## config.mk

```make
export PLATFORM = sky130hd
export DESIGN_NAME = ataPioSeq
export DESIGN_NICKNAME = d
export VERILOG_FILES = /design/src/rtl/ataPioPkg.sv /design/src/rtl/ataPioTiming.sv /design/src/rtl/ataPioCtrl.sv /design/src/rtl/ataPioDatapath.sv /design/src/rtl/ataPioSeq.sv
export SDC_FILE = /design/constraint.sdc
export NUM_CORES = 1
export LEC_CHECK = 0
export BUFFER_PORTS_ARGS = -buffer_cell sky130_fd_sc_hd__buf_2
export CORE_MARGIN = 2
export CORE_UTILIZATION = 35
export CTS_CLUSTER_SIZE = 30
export DETAILED_ROUTE_END_ITERATION = 8
export GPL_ROUTABILITY_DRIVEN = 0
export PLACE_DENSITY = 0.54
export SLEW_MARGIN = 20
export SYNTH_ARGS = -nofsm -noshare
export SYNTH_HDL_FRONTEND = slang
export SYNTH_HIERARCHICAL = 1
export SYNTH_SLANG_ARGS = --single-unit
```

## constraint.sdc

```tcl
create_clock -name clk -period 6.6 [get_ports clk]
set_input_delay 0.99 -clock clk [delete_from_list [all_inputs] [get_ports clk]]
set_output_delay 0.99 -clock clk [all_outputs]
set_load 0.01 [all_outputs]
```

## src/rtl/ataPioPkg.sv

```systemverilog
package ataPioPkg;

  typedef struct packed {
    logic load;     // capture the request fields
    logic active;   // a cycle is in progress
    logic strobe;   // strobe phase (single flop in control)
    logic capture;  // sample read data at strobe negation
  } ctrlStrobeT;

  function automatic int nsToCyc(input int ns, input int clkPs);
    return (ns * 1000 + clkPs - 1) / clkPs;
  endfunction

  function automatic int cycleNs(input int m);
    case (m)
      0: return 600;
      1: return 383;
      2: return 240;
      3: return 180;
      default: return 120;
    endcase
  endfunction

  function automatic int addrSetupNs(input int m);
    case (m)
      0: return 70;
      1: return 50;
      2: return 30;
      3: return 30;
      default: return 25;
    endcase
  endfunction

  function automatic int wideStrobeNs(input int m);
    case (m)
      0: return 165;
      1: return 125;
      2: return 100;
      3: return 80;
      default: return 70;
    endcase
  endfunction

  function automatic int byteStrobeNs(input int m);
    case (m)
      0, 1, 2: return 290;
      3: return 80;
      default: return 70;
    endcase
  endfunction

  function automatic int recoveryNs(input int m);
    case (m)
      3: return 70;
      4: return 25;
      default: return 0;
    endcase
  endfunction

  function automatic int addrHoldNs(input int m);
    case (m)
      0: return 20;
      1: return 15;
      default: return 10;
    endcase
  endfunction

  function automatic int dataHoldNs(input int m);
    case (m)
      0: return 30;
      1: return 20;
      2: return 15;
      default: return 10;
    endcase
  endfunction

  function automatic int maxOf(input int a, input int b);
    return (a > b) ? a : b;
  endfunction

endpackage

```

## src/rtl/ataPioTiming.sv

```systemverilog
module ataPioTiming
  import ataPioPkg::*;
#(
  parameter int CLK_PS      = 5000,
  parameter int CNT_W       = 10,
  parameter int NUM_MODES   = 5,
  parameter int SYNC_STAGES = 2,
  parameter int RDY_SAMPLE_NS = 35,
  parameter int RDY_MAX_NS  = 1250
) (
  input  logic [2:0]       modeIdx,
  input  logic             wide,
  input  logic             rdyEn,
  output logic [CNT_W-1:0] setupCyc,
  output logic [CNT_W-1:0] pulseCyc,
  output logic [CNT_W-1:0] negCyc,
  output logic [CNT_W-1:0] totalCyc,
  output logic [CNT_W-1:0] timeoutCyc,
  output logic             honorRdy
);

  localparam int RDY_CYC = nsToCyc(RDY_SAMPLE_NS, CLK_PS) + SYNC_STAGES;
  localparam int TO_CYC  = RDY_CYC + nsToCyc(RDY_MAX_NS, CLK_PS);
  localparam int FIRST_FORCED = 3;  // modes from here on always honour IORDY

  logic [CNT_W-1:0] setupTab [NUM_MODES];
  logic [CNT_W-1:0] wideTab  [NUM_MODES];
  logic [CNT_W-1:0] byteTab  [NUM_MODES];
  logic [CNT_W-1:0] negTab   [NUM_MODES];
  logic [CNT_W-1:0] totalTab [NUM_MODES];

  for (genvar m = 0; m < NUM_MODES; m++) begin : gMode
    localparam int SU  = nsToCyc(addrSetupNs(m), CLK_PS);
    localparam int PW  = nsToCyc(wideStrobeNs(m), CLK_PS);
    localparam int PB  = nsToCyc(byteStrobeNs(m), CLK_PS);
    localparam int NG0 = maxOf(nsToCyc(addrHoldNs(m), CLK_PS),
                               nsToCyc(dataHoldNs(m), CLK_PS));
    localparam int NG  = maxOf(maxOf(NG0, nsToCyc(recoveryNs(m), CLK_PS)), 1);
    localparam int TT  = nsToCyc(cycleNs(m), CLK_PS);
    assign setupTab[m] = CNT_W'(maxOf(SU, 1));
    assign wideTab[m]  = CNT_W'(maxOf(PW, 1));
    assign byteTab[m]  = CNT_W'(maxOf(PB, 1));
    assign negTab[m]   = CNT_W'(NG);
    assign totalTab[m] = CNT_W'(TT);
  end

  logic [CNT_W-1:0] basePulse;

  always_comb begin
    setupCyc   = setupTab[modeIdx];
    basePulse  = wide ? wideTab[modeIdx] : byteTab[modeIdx];
    negCyc     = negTab[modeIdx];
    totalCyc   = totalTab[modeIdx];
    honorRdy   = (int'(modeIdx) >= FIRST_FORCED) || rdyEn;
    timeoutCyc = CNT_W'(TO_CYC);
    pulseCyc   = (honorRdy && (basePulse < CNT_W'(RDY_CYC))) ? CNT_W'(RDY_CYC) : basePulse;
  end

endmodule

```

## src/rtl/ataPioCtrl.sv

```systemverilog
module ataPioCtrl
  import ataPioPkg::*;
#(
  parameter int CNT_W = 10
) (
  input  logic             clk,
  input  logic             rstN,
  input  logic             reqValid,
  input  logic [CNT_W-1:0] setupCyc,
  input  logic [CNT_W-1:0] pulseCyc,
  input  logic [CNT_W-1:0] negCyc,
  input  logic [CNT_W-1:0] totalCyc,
  input  logic [CNT_W-1:0] timeoutCyc,
  input  logic             honorRdy,
  input  logic             rdySync,
  output ctrlStrobeT       ctl,
  output logic             doneOut,
  output logic             errOut
);

  typedef enum logic [1:0] {ST_IDLE, ST_SETUP, ST_ACTIVE, ST_NEGATE} stateT;

  stateT            state;
  logic [CNT_W-1:0] phaseCnt;
  logic [CNT_W-1:0] totalCnt;
  logic             strobeQ;
  logic             doneQ;
  logic             errQ;
  logic             readyExit;
  logic             timeoutExit;
  logic             leaveActive;

  always_comb begin
    readyExit   = (phaseCnt >= pulseCyc) && (!honorRdy || rdySync);
    timeoutExit = honorRdy && !rdySync && (phaseCnt >= timeoutCyc);
    leaveActive = (state == ST_ACTIVE) && (readyExit || timeoutExit);
  end

  always_ff @(posedge clk or negedge rstN) begin
    if (!rstN) begin
      state    <= ST_IDLE;
      phaseCnt <= '0;
      totalCnt <= '0;
      strobeQ  <= 1'b0;
      doneQ    <= 1'b0;
      errQ     <= 1'b0;
    end else begin
      doneQ <= 1'b0;
      if (state != ST_IDLE) totalCnt <= totalCnt + 1'b1;
      case (state)
        ST_IDLE: begin
          if (reqValid) begin
            state    <= ST_SETUP;
            phaseCnt <= CNT_W'(1);
            totalCnt <= CNT_W'(1);
            errQ     <= 1'b0;
          end
        end
        ST_SETUP: begin
          if (phaseCnt >= setupCyc) begin
            state    <= ST_ACTIVE;
            strobeQ  <= 1'b1;
            phaseCnt <= CNT_W'(1);
          end else begin
            phaseCnt <= phaseCnt + 1'b1;
          end
        end
        ST_ACTIVE: begin
          if (leaveActive) begin
            state    <= ST_NEGATE;
            strobeQ  <= 1'b0;
            phaseCnt <= CNT_W'(1);
            errQ     <= !readyExit;
          end else begin
            phaseCnt <= phaseCnt + 1'b1;
          end
        end
        default: begin
          if ((phaseCnt >= negCyc) && (totalCnt >= totalCyc)) begin
            state <= ST_IDLE;
            doneQ <= 1'b1;
          end else begin
            phaseCnt <= phaseCnt + 1'b1;
          end
        end
      endcase
    end
  end

  always_comb begin
    ctl.load    = (state == ST_IDLE) && reqValid;
    ctl.active  = (state != ST_IDLE);
    ctl.strobe  = strobeQ;
    ctl.capture = leaveActive;
    doneOut     = doneQ;
    errOut      = doneQ && errQ;
  end

endmodule

```

## src/rtl/ataPioDatapath.sv

```systemverilog
module ataPioDatapath
  import ataPioPkg::*;
#(
  parameter int DATA_W      = 16,
  parameter int ADDR_W      = 3,
  parameter int CS_W        = 2,
  parameter int NUM_MODES   = 5,
  parameter int SYNC_STAGES = 2
) (
  input  logic              clk,
  input  logic              rstN,
  input  ctrlStrobeT        ctl,
  input  logic              reqRnw,
  input  logic              reqWide,
  input  logic [ADDR_W-1:0] reqAddr,
  input  logic [CS_W-1:0]   reqCs,
  input  logic [DATA_W-1:0] reqWdata,
  input  logic [2:0]        reqMode,
  input  logic              rdyEnable,
  input  logic [DATA_W-1:0] ataDdIn,
  input  logic              ataIordy,
  output logic [2:0]        modeQ,
  output logic              wideQ,
  output logic              rdyEnQ,
  output logic              rdySync,
  output logic [DATA_W-1:0] rdData,
  output logic [ADDR_W-1:0] ataAddr,
  output logic [CS_W-1:0]   ataCsN,
  output logic              ataDiorN,
  output logic              ataDiowN,
  output logic [DATA_W-1:0] ataDdOut,
  output logic              ataDdOe
);

  localparam int HALF_W = DATA_W / 2;

  logic [SYNC_STAGES-1:0] syncQ;
  logic                   rnwQ;
  logic [ADDR_W-1:0]      addrQ;
  logic [CS_W-1:0]        csQ;
  logic [DATA_W-1:0]      wdataQ;
  logic [DATA_W-1:0]      rdQ;

  always_ff @(posedge clk or negedge rstN) begin
    if (!rstN) syncQ <= '0;
    else       syncQ <= {syncQ[SYNC_STAGES-2:0], ataIordy};
  end

  always_ff @(posedge clk or negedge rstN) begin
    if (!rstN) begin
      rnwQ   <= 1'b1;
      wideQ  <= 1'b1;
      rdyEnQ <= 1'b0;
      modeQ  <= '0;
      addrQ  <= '0;
      csQ    <= '0;
      wdataQ <= '0;
    end else if (ctl.load) begin
      rnwQ   <= reqRnw;
      wideQ  <= reqWide;
      rdyEnQ <= rdyEnable;
      modeQ  <= (int'(reqMode) >= NUM_MODES) ? 3'd0 : reqMode;
      addrQ  <= reqAddr;
      csQ    <= reqCs;
      wdataQ <= reqWide ? reqWdata : {{(DATA_W-HALF_W){1'b0}}, reqWdata[HALF_W-1:0]};
    end
  end

  always_ff @(posedge clk or negedge rstN) begin
    if (!rstN) rdQ <= '0;
    else if (ctl.capture && rnwQ)
      rdQ <= wideQ ? ataDdIn : {{(DATA_W-HALF_W){1'b0}}, ataDdIn[HALF_W-1:0]};
  end

  always_comb begin
    rdySync  = syncQ[SYNC_STAGES-1];
    rdData   = rdQ;
    ataAddr  = addrQ;
    ataCsN   = ctl.active ? ~csQ : '1;
    ataDiorN = !(ctl.strobe && rnwQ);
    ataDiowN = !(ctl.strobe && !rnwQ);
    ataDdOut = wdataQ;
    ataDdOe  = ctl.active && !rnwQ;
  end

endmodule

```

## src/rtl/ataPioSeq.sv

```systemverilog
module ataPioSeq
  import ataPioPkg::*;
#(
  parameter int CLK_PS      = 5000,
  parameter int DATA_W      = 16,
  parameter int ADDR_W      = 3,
  parameter int CS_W        = 2,
  parameter int NUM_MODES   = 5,
  parameter int SYNC_STAGES = 2
) (
  input  logic              clk,
  input  logic              rstN,
  input  logic              reqValid,
  input  logic              reqRnw,
  input  logic              reqWide,
  input  logic [ADDR_W-1:0] reqAddr,
  input  logic [CS_W-1:0]   reqCs,
  input  logic [DATA_W-1:0] reqWdata,
  input  logic [2:0]        reqMode,
  input  logic              rdyEnable,
  output logic              busy,
  output logic              done,
  output logic              timeoutErr,
  output logic [DATA_W-1:0] rdData,
  output logic [ADDR_W-1:0] ataAddr,
  output logic [CS_W-1:0]   ataCsN,
  output logic              ataDiorN,
  output logic              ataDiowN,
  output logic [DATA_W-1:0] ataDdOut,
  output logic              ataDdOe,
  input  logic [DATA_W-1:0] ataDdIn,
  input  logic              ataIordy
);

  localparam int WORST_CYC = nsToCyc(600 + 70 + 290 + 35 + 1250 + 70, CLK_PS) + SYNC_STAGES + 8;
  localparam int CNT_W     = $clog2(WORST_CYC + 1);

  ctrlStrobeT       ctl;
  logic [2:0]       modeQ;
  logic             wideQ;
  logic             rdyEnQ;
  logic             rdySync;
  logic [CNT_W-1:0] setupCyc;
  logic [CNT_W-1:0] pulseCyc;
  logic [CNT_W-1:0] negCyc;
  logic [CNT_W-1:0] totalCyc;
  logic [CNT_W-1:0] timeoutCyc;
  logic             honorRdy;

  ataPioTiming #(
    .CLK_PS(CLK_PS), .CNT_W(CNT_W), .NUM_MODES(NUM_MODES), .SYNC_STAGES(SYNC_STAGES),
    .RDY_SAMPLE_NS(35), .RDY_MAX_NS(1250)
  ) uTiming (
    .modeIdx(modeQ), .wide(wideQ), .rdyEn(rdyEnQ),
    .setupCyc(setupCyc), .pulseCyc(pulseCyc), .negCyc(negCyc),
    .totalCyc(totalCyc), .timeoutCyc(timeoutCyc), .honorRdy(honorRdy)
  );

  ataPioCtrl #(.CNT_W(CNT_W)) uCtrl (
    .clk(clk), .rstN(rstN), .reqValid(reqValid),
    .setupCyc(setupCyc), .pulseCyc(pulseCyc), .negCyc(negCyc),
    .totalCyc(totalCyc), .timeoutCyc(timeoutCyc), .honorRdy(honorRdy),
    .rdySync(rdySync), .ctl(ctl), .doneOut(done), .errOut(timeoutErr)
  );

  ataPioDatapath #(
    .DATA_W(DATA_W), .ADDR_W(ADDR_W), .CS_W(CS_W),
    .NUM_MODES(NUM_MODES), .SYNC_STAGES(SYNC_STAGES)
  ) uData (
    .clk(clk), .rstN(rstN), .ctl(ctl),
    .reqRnw(reqRnw), .reqWide(reqWide), .reqAddr(reqAddr), .reqCs(reqCs),
    .reqWdata(reqWdata), .reqMode(reqMode), .rdyEnable(rdyEnable),
    .ataDdIn(ataDdIn), .ataIordy(ataIordy),
    .modeQ(modeQ), .wideQ(wideQ), .rdyEnQ(rdyEnQ), .rdySync(rdySync),
    .rdData(rdData), .ataAddr(ataAddr), .ataCsN(ataCsN),
    .ataDiorN(ataDiorN), .ataDiowN(ataDiowN),
    .ataDdOut(ataDdOut), .ataDdOe(ataDdOe)
  );

  assign busy = ctl.active;

endmodule

```

# After elaboration in Yosys (flattened, before gate mapping)
# Memories as Yosys holds them, arrays and structs flattened.
# Index checks and enable logic that the tools add are counted.
[op_classes]
order_cmp = 9
n_eq_ne = 6
n_reduce_logical = 31
muxes = 37
n_addsub = 2
bitwise = 2
[op_table]
columns = ["operator", "n"]
rows = [
  ["9-bit two-way mux", 19],
  ["9-bit greater-or-equal comparator", 4],
  ["16-bit two-way mux", 2],
  ["9-bit case mux with 3 select lines", 1],
  ["9-bit by 1-bit adder with 9-bit output (second input constant)", 2],
  ["1-bit logical AND", 12],
  ["2-bit two-way mux", 5],
  ["9-bit greater-or-equal comparator (second input constant)", 1],
  ["9-bit by 4-bit less-than comparator with 1-bit output (second input constant)", 1],
  ["1-bit logical NOT", 6],
  ["1-bit two-way mux", 6],
  ["2-bit case mux with 3 select lines", 1],
  ["3-bit AND reduction", 2],
  ["2-bit nonzero test", 3],
  ["4-bit greater-or-equal comparator (second input constant)", 1],
  ["2-bit by 1-bit != test with 1-bit output (second input constant)", 2],
  ["4-bit by 3-bit != test with 1-bit output (second input constant)", 1],
  ["3-bit inverter with 4-bit output", 1],
  ["1-bit case mux with 2 select lines", 2],
  ["4-bit AND reduction", 1],
  ["4-bit nonzero test", 1],
  ["3-bit by 2-bit greater-or-equal comparator with 1-bit output (second input constant)", 1],
  ["3-bit greater-or-equal comparator (second input constant)", 1],
  ["1-bit logical OR", 3],
  ["8 further kinds", 8],
]
[word_totals]
n_memories = 5
out_inout_bits = 43
rom_bits = 360
reg_bits = 68
inputBits = 47
word_cells = 107
[mem_list]
columns = ["name", "depth", "width", "rd", "rd_ports_with_merged_regs", "wr", "line", "rtl"]
rows = [
  ["(name not given)", 8, 9, 1, 0, 0, "ataPioTiming.sv:50", "setupCyc = setupTab[modeIdx];"],
  ["(name not given)", 8, 9, 1, 0, 0, "ataPioTiming.sv:51", "basePulse = wide ? wideTab[modeIdx] : byteTab[modeIdx];"],
  ["(name not given)", 8, 9, 1, 0, 0, "ataPioTiming.sv:51", ""],
  ["(name not given)", 8, 9, 1, 0, 0, "ataPioTiming.sv:52", "negCyc = negTab[modeIdx];"],
  ["(name not given)", 8, 9, 1, 0, 0, "ataPioTiming.sv:53", "totalCyc = totalTab[modeIdx];"],
]

# Depth between registers and ports, before layout
[logic_depth]
ltp_word = 14
ltp_mapped = 16
ltp_nobuf = 11

# Hierarchy
# Netlist, hierarchy kept.
[modules_own_cells]
columns = ["mod", "cells_each", "n_inst", "area_each_um2", "seq_area_each_um2"]
rows = [
  ["ataPioCtrl", 291, 1, 2488.6, 575.6],
  ["ataPioDatapath", 142, 1, 1786.7, 1128.6],
  ["ataPioTiming", 57, 1, 374.1, 0.0],
]

# Worst setup path after synthesis
# Ideal clock, no wire load.
[synth_timing]
path_kind = "register to register"
start = "register uData.modeQ[0]"
end = "register uData.rdQ[6] (netlist: uData/rdData[6])"
setup_ns = 0.125
arrival_time_ns = 2.744
required_ns = 6.475
synth_period_minus_slack_ns = 2.869
slack_ns = 3.731
path_stages_with_launch = 17
n_path_buf = 5
path_cell_list = "dfrtp_1 buf_6 inv_1 a31o_2 inv_1 ha_1 a21o_1 a31oi_1 o21a_1 a32oi_1 and2_2 buf_4 buf_6 and2_4 buf_6 buf_8 mux2_4"
[synth_via]
elab_chain_len = 13
word_cells_on_any_way = 22
classes_between = "3 x order compare; 6 x mux; 1 x bitwise; 10 x reduce/logical; 2 x memory"
[synth_rtl]
columns = ["item", "line", "rtl"]
rows = [
  ["from (decl)", "ataPioDatapath.sv:22", "output logic [2:0] modeQ,"],
  ["from (signal assigned)", "ataPioDatapath.sv:62", "modeQ <= (int'(reqMode) >= NUM_MODES) ? 3'd0 : reqMode;"],
  ["3-bit inverter with 4-bit output (implied by the code)", "ataPioTiming.sv:51", ""],
  ["memory 8 x 9 bit", "--", ""],
  ["9-bit two-way mux (implied by the code) (2 in series)", "ataPioTiming.sv:51", ""],
  ["9-bit two-way mux", "ataPioTiming.sv:51", ""],
  ["9-bit by 4-bit less-than comparator with 1-bit output", "ataPioTiming.sv:56", "pulseCyc = (honorRdy && (basePulse < CNT_W'(RDY_CYC))) ? CNT_W'(RDY_CYC) : basePulse;"],
  ["1-bit logical AND", "ataPioTiming.sv:56", ""],
  ["9-bit two-way mux (*)", "ataPioTiming.sv:56", ""],
  ["named net pulseCyc[2]", "ataPioSeq.sv:44", "logic [CNT_W-1:0] pulseCyc;"],
  ["9-bit greater-or-equal comparator (*)", "ataPioCtrl.sv:34", "readyExit = (phaseCnt >= pulseCyc) && (!honorRdy || rdySync);"],
  ["1-bit logical AND (*)", "ataPioCtrl.sv:34", ""],
  ["1-bit logical OR (*)", "ataPioCtrl.sv:36", "leaveActive = (state == ST_ACTIVE) && (readyExit || timeoutExit);"],
  ["1-bit logical AND (*)", "ataPioCtrl.sv:36", ""],
  ["named net uCtrl.leaveActive", "ataPioCtrl.sv:31", "logic leaveActive;"],
  ["1-bit logical AND (*)", "ataPioDatapath.sv:71", "else if (ctl.capture && rnwQ)"],
  ["to (signal assigned)", "ataPioDatapath.sv:72", "rdQ <= wideQ ? ataDdIn : {{(DATA_W-HALF_W){1'b0}}, ataDdIn[HALF_W-1:0]};"],
  ["to (decl)", "ataPioDatapath.sv:42", "logic [DATA_W-1:0] rdQ;"],
]
# Mark *: on every way through the listed nets, which the timed path passes. The rest lies on a longest branch. The select of a mux whose other input is x is not followed.
# A chain may end at the register's enable or synchronous reset.

==> run metrics <==
status finished, final reports clean; CP Capture Type register; CTS Buf Count 9; share of layout cells above drive strength 1 between 20 and 30%; Setup Crit Path Kind reg -> reg; CP Max Fanout 16; measured slew at the worst slew-check pin 911 ps; Chip Width approximately 120 µm; Pins Over Slew Limit 0; crit path max-delay cell type dfrtp_1; Layout area overhead 15.8%; DRT antenna net count 0; Post-Synthesis Cell Area 4650 µm²; vias in the first global route around 3500; Post-CTS Setup Inserts 0; Worst Skew 4.59 ps; Fillers 1332; CP cell instances inv_1, o21a_1, inv_1, ha_1, and4_1, nand3_1, o21a_1, a32oi_1, and2_2, and2_4, mux2_2; Via density between 4 and 5; die height between 100 and 150 µm; WP data required between 6000 and 7000 ps; yosys warns 6; HPWL Detailed about 7200 µm; largest net degree at the start of global routing 69; first-pass GRT wire length around 16000 µm; ranking of synthesized cells by area dfrtp_1 36%, ha_1 14%, inv_1 6.0%; row count between 40 and 50; Cells after Synth just under 500; Port Buf Inserts 89; CTS tree built; total of max-cap violations 0; core area ~13000 µm²; largest voltage drop on the vdd net around 260 µV; GRT Util Overall between 10 and 15%; post_cts resized 0; multi-input logic area roughly 2400 µm²; Slew headroom between 30% and 40%; Worst EP arrival between 3000 and 4000 ps; DRT Pass-1 Iters 4; most used flip-flop cell after synthesis dfrtp_1; DR DRC count 0; post-cts hold buffer count 0; achievable clock frequency approximately 330 MHz; Pwr Density approximately 400 nW/µm²; Register Area roughly 1700 µm²; area share of the largest cell type after synthesis between 30% and 40%; Hold WC Path Type reg -> reg; H-tree depth 3; Avg WL per Cell about 13 µm; syn avg cell area around 9.5 µm²; RSZ-0062 raised after global routing false; worst hold stages 0; final worst path period need 3020 ps; setup_tns 0 ps; Max Root-Sink Buffers 2; critical path's largest stage delay around 500 ps; cells on worst reg2reg path 11; LEAKAGE around 0.0027 µW; Hold Vio Cnt, Final 0; Setup Viol. Count Final 0; Root Driver clkbuf_16; Seq/Total Area, Yosys a little over a third; Total Wirelength between 9000 and 10000 µm; nets around 670; Final Util between 40 and 50%; Clock Sinks between 60 and 70; initial antenna violation count 0; Final Cycle Share about 46%; Synth cell types 66; register clock-pin slew on the reported worst setup and hold paths 50 ps; Worst-Skew Late Latency between 300 and 400 ps; Initial Utilization 35.5%; CP startpoint kind register; Post-synth EDFFs 0; Async SR Flop Fraction between 90% and 100%; I/O pin cnt 90; placed cells ~730; flops & latches, synth a little under 70; # diodes 0; Iter 0 DRT Violations between 100 and 150; Die ar. roughly 14000 µm²; Finished Layout Cells 750; Yosys top cell by area dfrtp_1; routed vias about 3500; Congestion Overflow GR 0
## cells in the mapped netlist, drive strengths merged (5+ instances only)
library cell,count
inv,74
a22o,8
nand3,18
nand4,13
and3,5
o21a,5
a211oi,6
buf,39
o21ai,36
ha,52
mux2,26
clkbuf,7
xor2,5
dfrtp,66
nand2,19
nand2b,16
and2,8
a21oi,15
nor2,20
## layout make-up
cell class / count / share of cell area, %
clock buffer: 11 / 4.51
clock inverter: 5 / 1.12
inverter: 74 / 5.16
multi-input combinational: 325 / 44.9
sequential: 68 / 31.7
tap: 176 / 4.09
timing repair buffer: 91 / 8.55
## worst paths after layout
| check | to | slack (ps) | start |
|---|---|---|---|
| setup / recovery | uData/rdData[0] | 3580 | uData/modeQ[2] |
| min in group asynchronous | uData/ataDdOut[7] | 840 | rstN |
| hold reg to reg | uData/syncQ[1] | 350 | uData/syncQ[0] |
| max in group asynchronous | uCtrl/phaseCnt[7] | 5200 | rstN |
| setup reg to reg | uData/rdData[0] | 3580 | uData/modeQ[2] |
| hold / removal | uData/syncQ[1] | 350 | uData/syncQ[0] |
## where the power goes
part           total [µW]  internal (µW)  switching [µW]
Sequential            752            589             163
Combinational         966            443             522
Clock                 485            304             181
## sequential cells by signal, indices dropped and copies added, names as in the netlist
register        flops
uCtrl/doneOut       1
uCtrl/errQ          1
uCtrl/phaseCnt      9
uCtrl/state         2
uCtrl/strobeQ       1
uCtrl/totalCnt      9
uData/ataAddr       3
uData/ataDdOut     16
uData/csQ           2
uData/modeQ         3
uData/rdData       16
uData/rdyEnQ        1
uData/rnwQ          1
uData/syncQ         2
uData/wideQ         1
## metal layers
layer,wire [µm],part of all wire (%),vias up,track usage [%]
met5,0,0,-,0
met2,4310,46,94,23.3
met3,633,6.7,13,4.45
li1,-,-,1793,-
met4,146,1.5,0,5.21
met1,4380,46,1644,17.7
## cells in the final DEF (no fill, tap or decap), drive strengths merged, types with 2 or more instances in the layout
| master | n |
|---|---|
| and3 | 5 |
| and2 | 8 |
| dfrtp | 66 |
| ha | 52 |
| nand4 | 13 |
| o2bb2ai | 2 |
| inv | 75 |
| nand3 | 18 |
| nor2b | 4 |
| a211o | 2 |
| a211oi | 6 |
| o21ai | 36 |
| dfstp | 2 |
| xor2 | 5 |
| nand2 | 19 |
| mux2 | 26 |
| and4 | 2 |
| a22o | 8 |
| nand3b | 2 |
| buf | 91 |
| clkbuf | 11 |
| nor2 | 20 |
| conb | 25 |
| or3 | 2 |
| clkinv | 2 |
| a21o | 2 |
| a31oi | 3 |
| a21oi | 15 |
| o22ai | 4 |
| nor3 | 3 |
| nand2b | 16 |
| or2 | 3 |
| o21a | 5 |
## kinds of logic (layout without fill, tap and decap cells)
kind of cell	after synthesis	after routing	share of synthesized area, %
simple gates	118	118	13.9
flops	68	68	36.7
other cells	2	25	0.162
buf+inv	120	181	13.2
compound gates	98	98	14.5
xor+xnor	6	6	1.13
fa+ha+maj	52	52	14.0
mux	26	26	6.54
## worst max-delay path, delay by kind of cell, from the launching register on
family,cells,cell delay (ps)
DFF,1,500
and+or+nand+nor,4,890
AOI/OAI and AO/OA,3,610
adders and majority gates,1,260
buffers and inverters,2,270
muxes,1,360
## per-stage QoR
step / setup WS, ps / cell area (µm²) / total power [µW] / hold WS (ps)
final: 3580 / 5380 / 2200 / 349
after global routing: 3290 / 5380 / 2410 / 367
after CTS: 3580 / 5380 / 2240 / 352
after detailed placement: 3600 / 5080 / 1740 / 339
after global placement: 3630 / 5080 / 1710 / 334
after floorplan: 3730 / 4740 / 1460 / 331
(Power assumes the default switching activity.)
